==> src/rtl/ep0_hs_pkg.sv <==
// Shared encodings for the endpoint 0 handshake responder.
// Assumes every enum fits the 2-bit fields used at the top-level ports.
package ep0_hs_pkg;
    localparam int KIND_W  = 2;
    localparam int CODE_W  = 2;
    localparam int STAGE_W = 2;

    typedef enum logic [KIND_W-1:0] {
        TK_SETUP = 2'd0,
        TK_OUT   = 2'd1,
        TK_IN    = 2'd2
    } tok_kind_e;

    typedef enum logic [CODE_W-1:0] {
        HS_NONE  = 2'd0,
        HS_ACK   = 2'd1,
        HS_NAK   = 2'd2,
        HS_STALL = 2'd3
    } hs_code_e;

    typedef enum logic [STAGE_W-1:0] {
        STG_SETUP  = 2'd0,
        STG_DATA   = 2'd1,
        STG_STATUS = 2'd2
    } stage_e;
endpackage

==> src/rtl/ep0_stage_tracker.sv <==
// Tracks the stage of a control write transfer from the valid token events.
// Assumes at most one of the token strobes is high in any cycle.
module ep0_stage_tracker
    import ep0_hs_pkg::*;
(
    input  logic   clk,
    input  logic   rst_n,
    input  logic   setup_ok,
    input  logic   out_ok,
    input  logic   in_ok,
    output stage_e stage
);
    stage_e stage_q;

    // Advance the stage; a valid SETUP always returns it to the start.
    always_ff @(posedge clk) begin
        if (!rst_n) begin
            stage_q <= STG_SETUP;
        end else if (setup_ok) begin
            stage_q <= STG_SETUP;
        end else if (in_ok) begin
            stage_q <= STG_STATUS;
        end else if (out_ok && stage_q == STG_SETUP) begin
            stage_q <= STG_DATA;
        end
    end

    assign stage = stage_q;
endmodule

==> src/rtl/ep0_stall_ctrl.sv <==
// Holds the three stall sources: forced-stall command, halt bit, and the
// sticky state remembered after a STALL was returned.
// Assumes stall_sent is high only in the cycle a STALL decision is made.
module ep0_stall_ctrl (
    input  logic clk,
    input  logic rst_n,
    input  logic setup_ok,
    input  logic stall_cmd_set,
    input  logic halt_set,
    input  logic halt_clr,
    input  logic stall_sent,
    output logic stall_active,
    output logic halt_bit
);
    logic cmd_q;
    logic halt_q;
    logic sticky_q;

    // Forced stall: set by the CPU, dropped by a valid SETUP (SETUP wins).
    always_ff @(posedge clk) begin
        if (!rst_n) begin
            cmd_q <= 1'b0;
        end else if (setup_ok) begin
            cmd_q <= 1'b0;
        end else if (stall_cmd_set) begin
            cmd_q <= 1'b1;
        end
    end

    // Halt bit: only the CPU strobes change it, and set wins over clear.
    always_ff @(posedge clk) begin
        if (!rst_n) begin
            halt_q <= 1'b0;
        end else if (halt_set) begin
            halt_q <= 1'b1;
        end else if (halt_clr) begin
            halt_q <= 1'b0;
        end
    end

    // Sticky stall: remembers a returned STALL until the next valid SETUP.
    always_ff @(posedge clk) begin
        if (!rst_n) begin
            sticky_q <= 1'b0;
        end else if (setup_ok) begin
            sticky_q <= 1'b0;
        end else if (stall_sent) begin
            sticky_q <= 1'b1;
        end
    end

    assign stall_active = cmd_q | halt_q | sticky_q;
    assign halt_bit     = halt_q;
endmodule

==> src/rtl/ep0_resp_decide.sv <==
// Chooses the handshake for each valid transaction, registers it, and
// keeps the FIFO-enable flag and the outstanding zero-length-packet state.
// Assumes stall_active and stage come from registers (no combinational loop).
module ep0_resp_decide
    import ep0_hs_pkg::*;
(
    input  logic     clk,
    input  logic     rst_n,
    input  logic     setup_ok,
    input  logic     out_ok,
    input  logic     in_ok,
    input  stage_e   stage,
    input  logic     stall_active,
    input  logic     fifo_empty,
    input  logic     fifo_en_set,
    input  logic     host_ack,
    output logic     stall_sent,
    output logic     hs_valid,
    output hs_code_e hs_code,
    output logic     zlp_send,
    output logic     irq_setup,
    output logic     irq_rx,
    output logic     irq_tx,
    output logic     fifo_en
);
    logic     nxt_hs;
    hs_code_e nxt_code;
    logic     nxt_zlp;
    logic     out_accept;
    logic     zlp_done;

    logic     fifo_en_q;
    logic     zlp_pend_q;
    logic     hs_valid_q;
    hs_code_e hs_code_q;
    logic     zlp_q;
    logic     irq_setup_q;
    logic     irq_rx_q;
    logic     irq_tx_q;

    // Response priority: STALL over NAK over ACK; SETUP always acknowledged.
    always_comb begin
        nxt_hs     = 1'b0;
        nxt_code   = HS_NONE;
        nxt_zlp    = 1'b0;
        out_accept = 1'b0;
        if (setup_ok) begin
            nxt_hs   = 1'b1;
            nxt_code = HS_ACK;
        end else if (out_ok) begin
            nxt_hs = 1'b1;
            if (stall_active || stage == STG_STATUS) begin
                nxt_code = HS_STALL;
            end else if (!fifo_en_q) begin
                nxt_code = HS_NAK;
            end else begin
                nxt_code   = HS_ACK;
                out_accept = 1'b1;
            end
        end else if (in_ok) begin
            if (stall_active) begin
                nxt_hs   = 1'b1;
                nxt_code = HS_STALL;
            end else if (!fifo_en_q || !fifo_empty) begin
                nxt_hs   = 1'b1;
                nxt_code = HS_NAK;
            end else begin
                nxt_zlp = 1'b1;
            end
        end
    end

    assign stall_sent = nxt_hs && (nxt_code == HS_STALL);
    assign zlp_done   = host_ack && zlp_pend_q && !setup_ok;

    // FIFO enable: set by the CPU, consumed by SETUP, accepted OUT or status end.
    always_ff @(posedge clk) begin
        if (!rst_n) begin
            fifo_en_q <= 1'b0;
        end else if (setup_ok || out_accept || zlp_done) begin
            fifo_en_q <= 1'b0;
        end else if (fifo_en_set) begin
            fifo_en_q <= 1'b1;
        end
    end

    // Outstanding zero-length packet awaiting the host acknowledgement.
    always_ff @(posedge clk) begin
        if (!rst_n) begin
            zlp_pend_q <= 1'b0;
        end else if (setup_ok || zlp_done) begin
            zlp_pend_q <= 1'b0;
        end else if (nxt_zlp) begin
            zlp_pend_q <= 1'b1;
        end
    end

    // Register the response and the interrupt pulses.
    always_ff @(posedge clk) begin
        if (!rst_n) begin
            hs_valid_q  <= 1'b0;
            hs_code_q   <= HS_NONE;
            zlp_q       <= 1'b0;
            irq_setup_q <= 1'b0;
            irq_rx_q    <= 1'b0;
            irq_tx_q    <= 1'b0;
        end else begin
            hs_valid_q  <= nxt_hs;
            hs_code_q   <= nxt_code;
            zlp_q       <= nxt_zlp;
            irq_setup_q <= setup_ok;
            irq_rx_q    <= out_accept;
            irq_tx_q    <= zlp_done;
        end
    end

    assign hs_valid  = hs_valid_q;
    assign hs_code   = hs_code_q;
    assign zlp_send  = zlp_q;
    assign irq_setup = irq_setup_q;
    assign irq_rx    = irq_rx_q;
    assign irq_tx    = irq_tx_q;
    assign fifo_en   = fifo_en_q;
endmodule

==> src/rtl/ep0_ctrl_handshake.sv <==
// Top of the endpoint 0 handshake responder for control write transfers.
// Decodes the transaction event into valid-token strobes and wires the
// stage tracker, stall sources and response decision together.
// Assumes transaction events arrive no more often than every other cycle.
module ep0_ctrl_handshake
    import ep0_hs_pkg::*;
(
    input  logic               clk,
    input  logic               rst_n,
    input  logic               txn_valid,
    input  logic [KIND_W-1:0]  txn_kind,
    input  logic               txn_ok,
    input  logic               host_ack,
    input  logic               fifo_empty,
    input  logic               fifo_en_set,
    input  logic               halt_set,
    input  logic               halt_clr,
    input  logic               stall_cmd_set,
    output logic               hs_valid,
    output logic [CODE_W-1:0]  hs_code,
    output logic               zlp_send,
    output logic               irq_setup,
    output logic               irq_rx,
    output logic               irq_tx,
    output logic [STAGE_W-1:0] stage,
    output logic               halt_status,
    output logic               fifo_en_status
);
    logic     good;
    logic     setup_ok;
    logic     out_ok;
    logic     in_ok;
    logic     stall_active;
    logic     stall_sent;
    stage_e   stage_w;
    hs_code_e code_w;

    // Only transactions with a valid token and packet count at all.
    assign good     = txn_valid && txn_ok;
    assign setup_ok = good && (txn_kind == TK_SETUP);
    assign out_ok   = good && (txn_kind == TK_OUT);
    assign in_ok    = good && (txn_kind == TK_IN);

    ep0_stage_tracker u_stage (
        .clk      (clk),
        .rst_n    (rst_n),
        .setup_ok (setup_ok),
        .out_ok   (out_ok),
        .in_ok    (in_ok),
        .stage    (stage_w)
    );

    ep0_stall_ctrl u_stall (
        .clk           (clk),
        .rst_n         (rst_n),
        .setup_ok      (setup_ok),
        .stall_cmd_set (stall_cmd_set),
        .halt_set      (halt_set),
        .halt_clr      (halt_clr),
        .stall_sent    (stall_sent),
        .stall_active  (stall_active),
        .halt_bit      (halt_status)
    );

    ep0_resp_decide u_resp (
        .clk          (clk),
        .rst_n        (rst_n),
        .setup_ok     (setup_ok),
        .out_ok       (out_ok),
        .in_ok        (in_ok),
        .stage        (stage_w),
        .stall_active (stall_active),
        .fifo_empty   (fifo_empty),
        .fifo_en_set  (fifo_en_set),
        .host_ack     (host_ack),
        .stall_sent   (stall_sent),
        .hs_valid     (hs_valid),
        .hs_code      (code_w),
        .zlp_send     (zlp_send),
        .irq_setup    (irq_setup),
        .irq_rx       (irq_rx),
        .irq_tx       (irq_tx),
        .fifo_en      (fifo_en_status)
    );

    assign hs_code = code_w;
    assign stage   = stage_w;
endmodule

==> config.mk <==
export PLATFORM = sky130hd
export DESIGN_NAME = ep0_ctrl_handshake
export DESIGN_NICKNAME = d
export VERILOG_FILES = /design/src/rtl/ep0_hs_pkg.sv /design/src/rtl/ep0_stage_tracker.sv /design/src/rtl/ep0_stall_ctrl.sv /design/src/rtl/ep0_resp_decide.sv /design/src/rtl/ep0_ctrl_handshake.sv
export SDC_FILE = /design/constraint.sdc
export NUM_CORES = 1
export LEC_CHECK = 0
export BUFFER_PORTS_ARGS = -buffer_cell sky130_fd_sc_hd__buf_2
export CAP_MARGIN = 25
export CORE_MARGIN = 2
export CORE_UTILIZATION = 39
export CTS_CLUSTER_SIZE = 16
export DETAILED_ROUTE_END_ITERATION = 10
export HOLD_SLACK_MARGIN = 0.05
export PLACE_DENSITY = 0.7
export SLEW_MARGIN = 5
export SYNTH_ARGS = -nofsm -noshare
export SYNTH_HDL_FRONTEND = slang
export SYNTH_SLANG_ARGS = --single-unit
==> constraint.sdc <==
create_clock -name clk -period 1.3 [get_ports clk]
set_clock_uncertainty 0.15 [all_clocks]
set_input_delay 0.39 -clock clk [delete_from_list [all_inputs] [get_ports clk]]
set_output_delay 0.39 -clock clk [all_outputs]
set_load 0.05 [all_outputs]
==> flow_metrics.py, run 1 <==
metrics = {
    "drt": {
        "drt-pass1-iter-count": 4,
        "wl_um": 1550,
        "vias": 580,
        "wl_per_cell_um": 13.6,
        "drt-initial-drc-count": 8,
        "drc": 0,
        "antenna_left": 0,
        "avgViaCountPerCell": 5.09,
    },
    "setup_path": {
        "crit_fanout": 4,
        "cpMaxStageDelayCell": "dfxtp_2",
        "path_cells": "nor3_4 -> buf_4 -> buf_6 -> a31oi_4 -> a31oi_2 -> o22ai_1",
        "startpoint_type": "flop",
        "criticalPathCategory": "reg -> reg",
        "end_kind": "flop",
        "critical-path-top-delay-family": "flip-flops",
        "arrival_ns": 1.50,
        "critPathRequiredTime_ns": 1.32,
        "critPathMaxStageDelay_ns": 0.35,
        "crit_buf_inv": 2,
    },
    "yosys": {
        "yosys_warnings": 0,
        "yosysUniqueCellTypes": 25,
        "synth_nets": 73,
        "synth_area_um2": 543,
        "synth-seq-cells": 14,
        "syn_inst": 61,
        "yosysSeqAreaShare_pct": 51.6,
        "postSynthAreaPerCell_um2": 8.90,
    },
    "pwr": {
        "cellPowerDensity_mw_per_mm2": 941,
        "p_leak_uw": 0.000422,
        "total_power_uw": 946,
        "vdd_drop_max_mv": 0.770,
    },
    "floorplan": {
        "die-area_mm2": 0.00171,
        "start_util_pct": 41.7,
        "num_io_pins": 23,
        "core_mm2": 0.00130,
        "fp-row-count": 13,
        "die_h_um": 41.3,
        "die_x_um": 41.3,
    },
    "place": {
        "gp_congestion": 0.818,
        "port_buffers": 22,
        "hpwl_um": 943,
        "dpl_cell_area_um2": 753,
    },
    "final_layout": {
        "nets": 112,
        "multiInputGateArea_um2": 318,
        "fin_area_mm2": 0.00101,
        "seqCellArea_um2": 307,
        "n_fill_cell": 88,
        "drive_above_1_share_pct": 62.6,
        "diodes": 0,
        "areaGrowthSynthToFinish_pct": 85.3,
        "fin_util_pct": 77.3,
    },
    "cts": {
        "cts.htree.levels": 1,
        "clk_latency_ns": 0.28,
        "clkTransAtPathRegs_ns": 0.09,
        "cts_tree": "done",
        "cts.sinks": 14,
        "cts_buffer_depth": 2,
        "cts_made_buffers": 3,
        "root_buffer": "clkbuf_4",
    },
    "timing": {
        "hold_viol": 0,
        "fmax_mhz": 678,
        "layout_setup_ws_ns": -0.175,
        "rsz0062_at_grt": "yes",
        "slew_headroom_pct": 82.1,
        "worst_pin_slew_ns": 0.265,
        "min_period_ns": 1.47,
        "maxSlewViolCount": 0,
        "setup_viol": 12,
        "min_period_over_period_pct": 113,
    },
    "grt": {
        "grt_antenna_before_repair": 0,
        "grt_max_degree": 9,
        "grt_usage_pct": 20.0,
        "grt_pass1_vias": 488,
        "grt-ovfl-total": 0,
        "grt_pass1_wl_um": 2100,
    },
    "status": {
        "violations": "negative setup slack",
        "status": "finished, violations left",
    },
    "flow_run": {
        "maxCapViolCount": 0,
    },
    "hold_path": {
        "min_path_type": "in -> reg",
    },
}
==> per-layer routing <==
metal,wire (um),GRT usage (%),share of wire [%]
met4,23,12.1,1.5
met2,819,30.9,53
met1,633,25.0,41
met5,0,0,0
met3,70,4.79,4.5
==> layout make-up <==
| type | count | share of cell area, % |
|---|---|---|
| clock buffers | 4 | 2.61 |
| inverters | 4 | 1.49 |
| multi-input cells | 42 | 31.6 |
| flip-flops and latches | 14 | 30.5 |
| repair buffers | 35 | 32.0 |
| well taps | 15 | 1.87 |
==> worst paths after layout <==
path / from / endpoint / slack [ns] / depth (start not counted)
hold reg to reg: u_resp.zlp_pend_q / u_resp.irq_tx / 0.32 / 2
setup reg to reg: u_stall.cmd_q / u_stall.sticky_q / -0.17 / 6
hold / removal: stall_cmd_set / u_stall.cmd_q / 0.17 / 3
setup / recovery: u_stall.cmd_q / u_stall.sticky_q / -0.17 / 6
==> stage by stage <==
step                std cells  hold WS [ns]  setup TNS, ns  worst slack (ns)
floorplan                  61         0.280         -0.161           -0.0666
global placement          105         0.311         -0.790            -0.138
detailed placement        105         0.316          -1.01            -0.137
CTS                       114         0.169         -0.736            -0.123
global route              114         0.180          -1.50            -0.218
finish                    114         0.167          -1.04            -0.175
==> worst register-to-register path: stages, from the launching register on <==
cell and delay (ns):
dfxtp_2 0.35, nor3_4 0.28, buf_4 0.17, buf_6 0.10
a31oi_4 0.07, a31oi_2 0.16, o22ai_1 0.09
==> synthesized netlist by cell type <==
cell | instances | area share (%)
nor3_4 | 1 | 3.0
a211o_1 | 1 | 1.6
a211oi_1 | 2 | 2.8
nand4b_1 | 1 | 1.6
nand2_1 | 3 | 2.1
nand4_1 | 1 | 1.2
and2_1 | 1 | 1.2
o22ai_1 | 1 | 1.2
a31oi_1 | 2 | 2.3
nor3_1 | 3 | 2.8
a21o_2 | 1 | 1.6
inv_1 | 4 | 2.8
buf_2 | 1 | 0.92
nor2b_1 | 1 | 1.2
dfxtp_1 | 14 | 52
nor4b_1 | 1 | 1.6
o21ai_0 | 2 | 1.8
a21oi_1 | 2 | 1.8
or3_1 | 1 | 1.2
nand3_1 | 1 | 0.92
nor2_1 | 12 | 8.3
a31o_2 | 2 | 3.2
nand2b_1 | 1 | 1.2
o21ai_1 | 1 | 0.92
nand3b_1 | 1 | 1.4
==> placed cells by master, fill, tap and decap left out, drive strengths merged <==
cell type	instances
nor4b	1
a31o	2
nor3	4
nand4	1
o21ai	3
nor2b	1
inv	4
a21oi	2
a211o	1
nand3	1
or3	1
buf	35
nand2b	1
nand4b	1
o22ai	1
dfxtp	14
a21o	1
nor2	12
and2	1
a31oi	2
nand3b	1
clkbuf	4
nand2	3
a211oi	2
==> cells by family after synthesis <==
family	Yosys count	synth area share [%]
and+or+nand+nor	28	27.4
DFF	14	51.6
AOI/OAI and AO/OA	14	17.3
buffers and inverters	5	3.68
==> power by group <==
part / switching (uW) / internal [uW]
combinational: 121 / 109
clock: 139 / 119
sequential: 15.9 / 442
total: 277 / 670
==> timing repair <==
action / CTS / global route
resized for setup: 33 / 19
buffers inserted: 5 / 1
pin swaps: 6 / 6
hold buffers: 0 / 0
endpoints found under the setup margin: 16 / 19
No activity file was read; power rests on OpenSTA's default activity.
==> run 2: changes to the inputs <==
--- a/config.mk
+++ b/config.mk
@@ -5,7 +5,8 @@
 export SDC_FILE = /design/constraint.sdc
 export NUM_CORES = 1
 export LEC_CHECK = 0
-export BUFFER_PORTS_ARGS = -buffer_cell sky130_fd_sc_hd__buf_2
+export ABC_AREA = 1
+export BUFFER_PORTS_ARGS = -buffer_cell sky130_fd_sc_hd__clkbuf_2
 export CAP_MARGIN = 25
 export CORE_MARGIN = 2
 export CORE_UTILIZATION = 39
==> run 2 against run 1 <==
Against the previous run:
- the run still ends with negative setup slack left
- count of clock-buffer cells in the layout is 1 lower
- flip-flop and latch count unchanged
- fmax up 10%
- non-clock buffer count fell by 8
- global-route usage decreased by 4.4 points
- design area shrank 12%
- power shrank 9.3%
- die area grew 1.0%
- worst setup slack gained 0.14 ns
- critical path type is now reg -> out
==> flow_metrics.py, run 2 <==
metrics = {
    "hold_path": {
        "min_path_type": "in -> reg",
        "min_path_cells": 3,
        "hold_path_end": "u_stall.halt_bit",
        "holdCritStartpoint": "halt_set",
    },
    "setup_path": {
        "reg2reg_from": "u_stall.sticky_q",
        "cpMaxStageDelayCell": "dfxtp_4",
        "critPathRequiredTime_ns": 0.76,
        "crit_buf_inv": 1,
        "critPathMaxStageDelay_ns": 0.36,
        "arrival_ns": 0.80,
        "reg2reg_depth": 4,
        "crit_fanout": 2,
        "end_kind": "output pin",
        "path_cells": "clkbuf_16",
        "r2r_end": "u_resp.zlp_pend_q",
        "startpoint_type": "flop",
        "rrSetupSlack_ns": 0.05,
        "path_depth": 1,
        "criticalPathCategory": "reg -> out",
        "critical-path-top-delay-family": "flip-flops",
    },
    "place": {
        "place_ws_ns": -0.0999,
        "dpl_cell_area_um2": 698,
        "dp_cells": 109,
        "port_buffers": 22,
        "hpwl_um": 854,
        "gp_congestion": 0.933,
    },
    "drt": {
        "wl_um": 1270,
        "wl_per_cell_um": 11.0,
        "drt-pass1-iter-count": 4,
        "drc": 0,
        "vias": 539,
        "drt-initial-drc-count": 10,
        "antenna_left": 0,
        "avgViaCountPerCell": 4.69,
    },
    "final_layout": {
        "nets": 114,
        "finalNonFillerCells": 115,
        "areaGrowthSynthToFinish_pct": 61.3,
        "n_fill_cell": 102,
        "final_common_cell": "nor2_1",
        "fin_util_pct": 68.1,
        "drive_above_1_share_pct": 55.0,
        "diodes": 0,
        "mostFrequentLayoutCells": "14 x nor2_1, 11 x clkbuf_2, 11 x dfxtp_2",
        "fin_area_um2": 886,
    },
    "cts": {
        "clk_latency_ns": 0.27,
        "root_buffer": "clkbuf_4",
        "cts.sinks": 14,
        "cts.htree.levels": 1,
        "cts_buffer_depth": 2,
        "cts_tree": "done",
        "clkTransAtPathRegs_ns": 0.07,
        "cts_made_buffers": 3,
    },
    "timing": {
        "hold_viol": 0,
        "maxSlewViolCount": 0,
        "fmax_mhz": 747,
        "slew_headroom_pct": 83.8,
        "setup_viol": 4,
        "layout_setup_ws_ns": -0.0390,
        "rsz0062_at_grt": "yes",
        "min_period_ns": 1.34,
        "worst_pin_slew_ns": 0.243,
        "min_period_over_period_pct": 103,
    },
    "yosys": {
        "synth_nets": 82,
        "synth_area_um2": 549,
        "postSynthAreaPerCell_um2": 7.85,
        "yosys-top-cells-area": "dfxtp_1 51%, nor2_1 11%, nand2_1 6.8%, inv_1 5.5%, nand3_1 4.6%",
        "yosys_warnings": 0,
        "ys.flop_type": "dfxtp_1",
        "netlist.area_leader.share_pct": 51.0,
        "yosysUniqueCellTypes": 16,
        "yosysSeqAreaShare_pct": 51.0,
        "synth-seq-cells": 14,
        "synth_edf_count": 0,
        "synth_top_cell_by_area": "dfxtp_1",
        "async_reset_ff_share_pct": 0,
        "synthMostInstantiatedCell": "nor2_1",
        "syn_inst": 70,
        "synthTopCellsByCount": "16 x nor2_1, 14 x dfxtp_1, 10 x nand2_1",
    },
    "status": {
        "violations": "negative setup slack",
        "status": "finished, violations left",
    },
    "grt": {
        "grt_antenna_before_repair": 0,
        "grt-ovfl-total": 0,
        "grt_pass1_wl_um": 2100,
        "grt_usage_pct": 15.6,
        "grt_max_degree": 8,
        "grt_pass1_vias": 524,
    },
    "floorplan": {
        "die_x_um": 41.5,
        "die_h_um": 41.5,
        "fp-row-count": 13,
        "num_io_pins": 23,
        "core_mm2": 0.00130,
        "start_util_pct": 42.2,
        "die-area_mm2": 0.00172,
    },
    "pwr": {
        "p_leak_uw": 0.000413,
        "vdd_drop_max_mv": 0.631,
        "total_power_uw": 858,
        "cellPowerDensity_mw_per_mm2": 969,
    },
    "flow_run": {
        "maxCapViolCount": 0,
    },
}
## run 2: cell count changes in the layout (fill, tap and decap cells not counted), sizes merged, moves of 2 or more
| cell | before | now |
|---|---|---|
| a31o | 2 | 0 |
| nand3 | 1 | 6 |
| o21ai | 3 | 1 |
| buf | 35 | 15 |
| a211oi | 2 | 0 |
| nand2 | 3 | 10 |
| inv | 4 | 12 |
| clkbuf | 4 | 15 |
| nor2 | 12 | 17 |
| nor3 | 4 | 1 |
| a21oi | 2 | 4 |
## run 2: metal layers
layer  global-route usage, %  share of wire, %  vias to the layer above  routed length [um]
li1                        -                 -                      282                   -
met1                    19.0                42                      240                 528
met2                    25.9                51                       17                 651
met3                    6.96               6.9                        0                  88
met4                    1.94                 0                        0                   0
met5                       0                 0                        -                   0
## run 2: worst max path at each step
stage,slack (ns),endpoint,start
after detailed placement,-0.1,u_resp.zlp_pend_q,txn_kind[0]
after global placement,-0.07,u_resp.zlp_pend_q,txn_kind[0]
final,-0.04,fifo_en_status,u_resp.fifo_en
after global routing,-0.07,fifo_en_status,u_resp.fifo_en
after floorplan,0.0004,u_stall.sticky_q,u_stage.stage[0]
after CTS,-0.03,fifo_en_status,u_resp.fifo_en
## run 2: cell families (layout without fill, tap and decap cells)
kind of cell / count (synthesis) / count (layout) / synth area share (%)
simple gates: 37 / 37 / 33.0
flops: 14 / 14 / 51.0
buf+inv: 12 / 42 / 8.20
compound gates: 7 / 7 / 7.74
## run 2: per-stage QoR
step / TNS (ns) / hold WS (ns)
global placement: -0.234 / 0.299
floorplan: 0 / 0.280
global route: -0.323 / 0.195
CTS: -0.201 / 0.175
detailed placement: -0.436 / 0.308
finish: -0.0555 / 0.174
## run 2: repair_timing
item,CTS,global route
setup endpoints to repair,11,14
pin swaps,0,4
buffers inserted,2,1
hold endpoints to repair,0,0
hold buffers,0,0
gates resized for setup,30,16
## run 2: area by class of cell
type                       instances  area, um^2  area share [%]
multi-input combinational         44         234            26.4
inverter                          12        45.0            5.08
timing repair buffer              27         268            30.2
sequential                        14         298            33.6
clock buffer                       3        22.5            2.54
tap                               15        18.8            2.12
## run 2: power by group
group / internal (uW) / switching [uW]
clock network: 107 / 127
registers: 444 / 11.4
logic: 71.8 / 96.5
==> run 3: changes to the inputs <==
--- a/config.mk
+++ b/config.mk
@@ -8,12 +8,15 @@
 export ABC_AREA = 1
 export BUFFER_PORTS_ARGS = -buffer_cell sky130_fd_sc_hd__clkbuf_2
 export CAP_MARGIN = 25
+export CELL_PAD_IN_SITES_DETAIL_PLACEMENT = 1
+export CELL_PAD_IN_SITES_GLOBAL_PLACEMENT = 1
+export CORE_ASPECT_RATIO = 1.4
 export CORE_MARGIN = 2
-export CORE_UTILIZATION = 39
+export CORE_UTILIZATION = 27
 export CTS_CLUSTER_SIZE = 16
 export DETAILED_ROUTE_END_ITERATION = 10
 export HOLD_SLACK_MARGIN = 0.05
-export PLACE_DENSITY = 0.7
+export PLACE_DENSITY_LB_ADDON = 0.1
 export SLEW_MARGIN = 5
 export SYNTH_ARGS = -nofsm -noshare
 export SYNTH_HDL_FRONTEND = slang
==> run 3 against run 2 <==
Against the previous run:
- the flow still finishes with violations (negative setup slack)
- non-clock buffer count unchanged
- design area rose by 1.7%
- count of clock-buffer cells in the layout up 1
- flip-flop and latch count stayed put
- power increased by 10%
- critical path depth is the same
- fmax is 1.5% lower
- combinational power barely moved
- critical path type unchanged
- largest cell class unchanged
==> flow_metrics.py, run 3 (synthesized netlist as in run 2, its figures left out) <==
metrics = {
    "setup_path": {
        "crit_fanout": 3,
        "rrSetupSlack_ns": 0.08,
        "critical-path-top-delay-family": "flip-flops",
        "critPathMaxStageDelay_ns": 0.37,
        "startpoint_type": "flop",
        "cpMaxStageDelayCell": "dfxtp_4",
        "crit_buf_inv": 1,
        "path_depth": 1,
        "arrival_ns": 0.82,
        "reg2reg_depth": 7,
        "critPathRequiredTime_ns": 0.76,
        "criticalPathCategory": "reg -> out",
        "path_cells": "clkbuf_16",
        "end_kind": "output pin",
    },
    "floorplan": {
        "core_mm2": 0.00195,
        "fp-row-count": 19,
        "die_h_um": 57.4,
        "die_x_um": 42.1,
        "die-area_mm2": 0.00242,
        "start_util_pct": 28.2,
        "num_io_pins": 23,
    },
    "timing": {
        "slew_headroom_pct": 81.8,
        "layout_setup_ws_ns": -0.0590,
        "min_period_over_period_pct": 105,
        "worst_pin_slew_ns": 0.273,
        "setup_viol": 11,
        "hold_viol": 0,
        "fmax_mhz": 736,
        "min_period_ns": 1.36,
        "maxSlewViolCount": 0,
        "rsz0062_at_grt": "yes",
    },
    "final_layout": {
        "final_common_cell": "nor2_1",
        "diodes": 0,
        "nets": 114,
        "mostFrequentLayoutCells": "14 x nor2_1, 11 x clkbuf_2, 10 x nand2_1, 10 x buf_8, 10 x dfxtp_2",
        "areaGrowthSynthToFinish_pct": 64.0,
        "drive_above_1_share_pct": 52.5,
    },
    "pwr": {
        "total_power_uw": 946,
        "vdd_drop_max_mv": 0.610,
        "cellPowerDensity_mw_per_mm2": 1050,
        "p_leak_uw": 0.000418,
    },
    "place": {
        "hpwl_um": 1100,
        "port_buffers": 22,
        "place_ws_ns": -0.128,
        "gp_congestion": 0.743,
    },
    "drt": {
        "drc": 0,
        "antenna_left": 0,
        "drt-initial-drc-count": 5,
        "drt-pass1-iter-count": 2,
        "avgViaCountPerCell": 4.50,
        "wl_um": 1420,
        "wl_per_cell_um": 11.6,
        "vias": 549,
    },
    "grt": {
        "grt_max_degree": 9,
        "grt_antenna_before_repair": 0,
        "grt-ovfl-total": 0,
        "grt_usage_pct": 13.6,
        "grt_pass1_wl_um": 2380,
        "grt_pass1_vias": 564,
    },
    "cts": {
        "cts.sinks": 14,
        "cts_tree": "done",
        "clkTransAtPathRegs_ns": 0.08,
        "clk_latency_ns": 0.29,
        "cts_buffer_depth": 2,
        "cts.htree.levels": 1,
        "root_buffer": "clkbuf_4",
        "cts_made_buffers": 3,
    },
    "flow_run": {
        "maxCapViolCount": 0,
    },
    "hold_path": {
        "min_path_cells": 3,
        "min_path_type": "in -> reg",
    },
    "status": {
        "violations": "negative setup slack",
        "status": "finished, violations left",
    },
}
[run 3: what timing repair did]
item,in CTS,in global routing
cloned,0,0
setup endpoints to repair,13,16
endpoints found under the hold margin,0,0
hold buffers,0,0
gates resized for setup,31,13
setup buffers,1,0
[run 3: path summary, 6_finish.rpt]
| kind | start | to |
|---|---|---|
| worst min-delay path | halt_set | u_stall.halt_bit |
| worst max-delay path | u_stage.stage[1] | stage[1] |
| worst max register to register | u_stage.stage[0] | u_resp.fifo_en |
| worst min register to register | u_resp.zlp_pend_q | u_resp.zlp_pend_q |
[run 3: area by class of cell]
type / instances / area (um^2)
fillers: 234 / 1050
flip-flops and latches: 14 / 297
repair buffers: 27 / 268
multi-input cells: 44 / 229
inverters: 12 / 45.0
clock buffers: 4 / 36.3
well taps: 21 / 26.3
[run 3: power breakdown]
| part | internal (uW) | leakage (uW) | switching [uW] |
|---|---|---|---|
| Clock | 171 | 0.0000210 | 154 |
| Sequential | 443 | 0.000119 | 10.7 |
| Combinational | 70.5 | 0.000278 | 96.7 |
| Total | 684 | 0.000418 | 261 |
[run 3: per-stage QoR]
step	hold slack, ns	std cells	TNS, ns	utilization [%]	cell area [um^2]
finish	0.159	122	-0.176	46.2	901
floorplan	0.280	70	0	-	554
global placement	0.300	117	-0.641	37.0	721
detailed placement	0.318	117	-0.755	37.0	721
global route	0.171	122	-0.503	46.2	901
CTS	0.166	122	-0.407	45.3	883
[run 3: metal layers]
layer  wire, um  track usage [%]  vias to the layer above  part of all wire, %
met4         44             9.38                        0                  3.1
met1        582             15.2                      248                   41
li1           -                -                      280                    -
met3         62             2.85                        5                  4.4
met5          0                0                        -                    0
met2        732             22.8                       16                   52
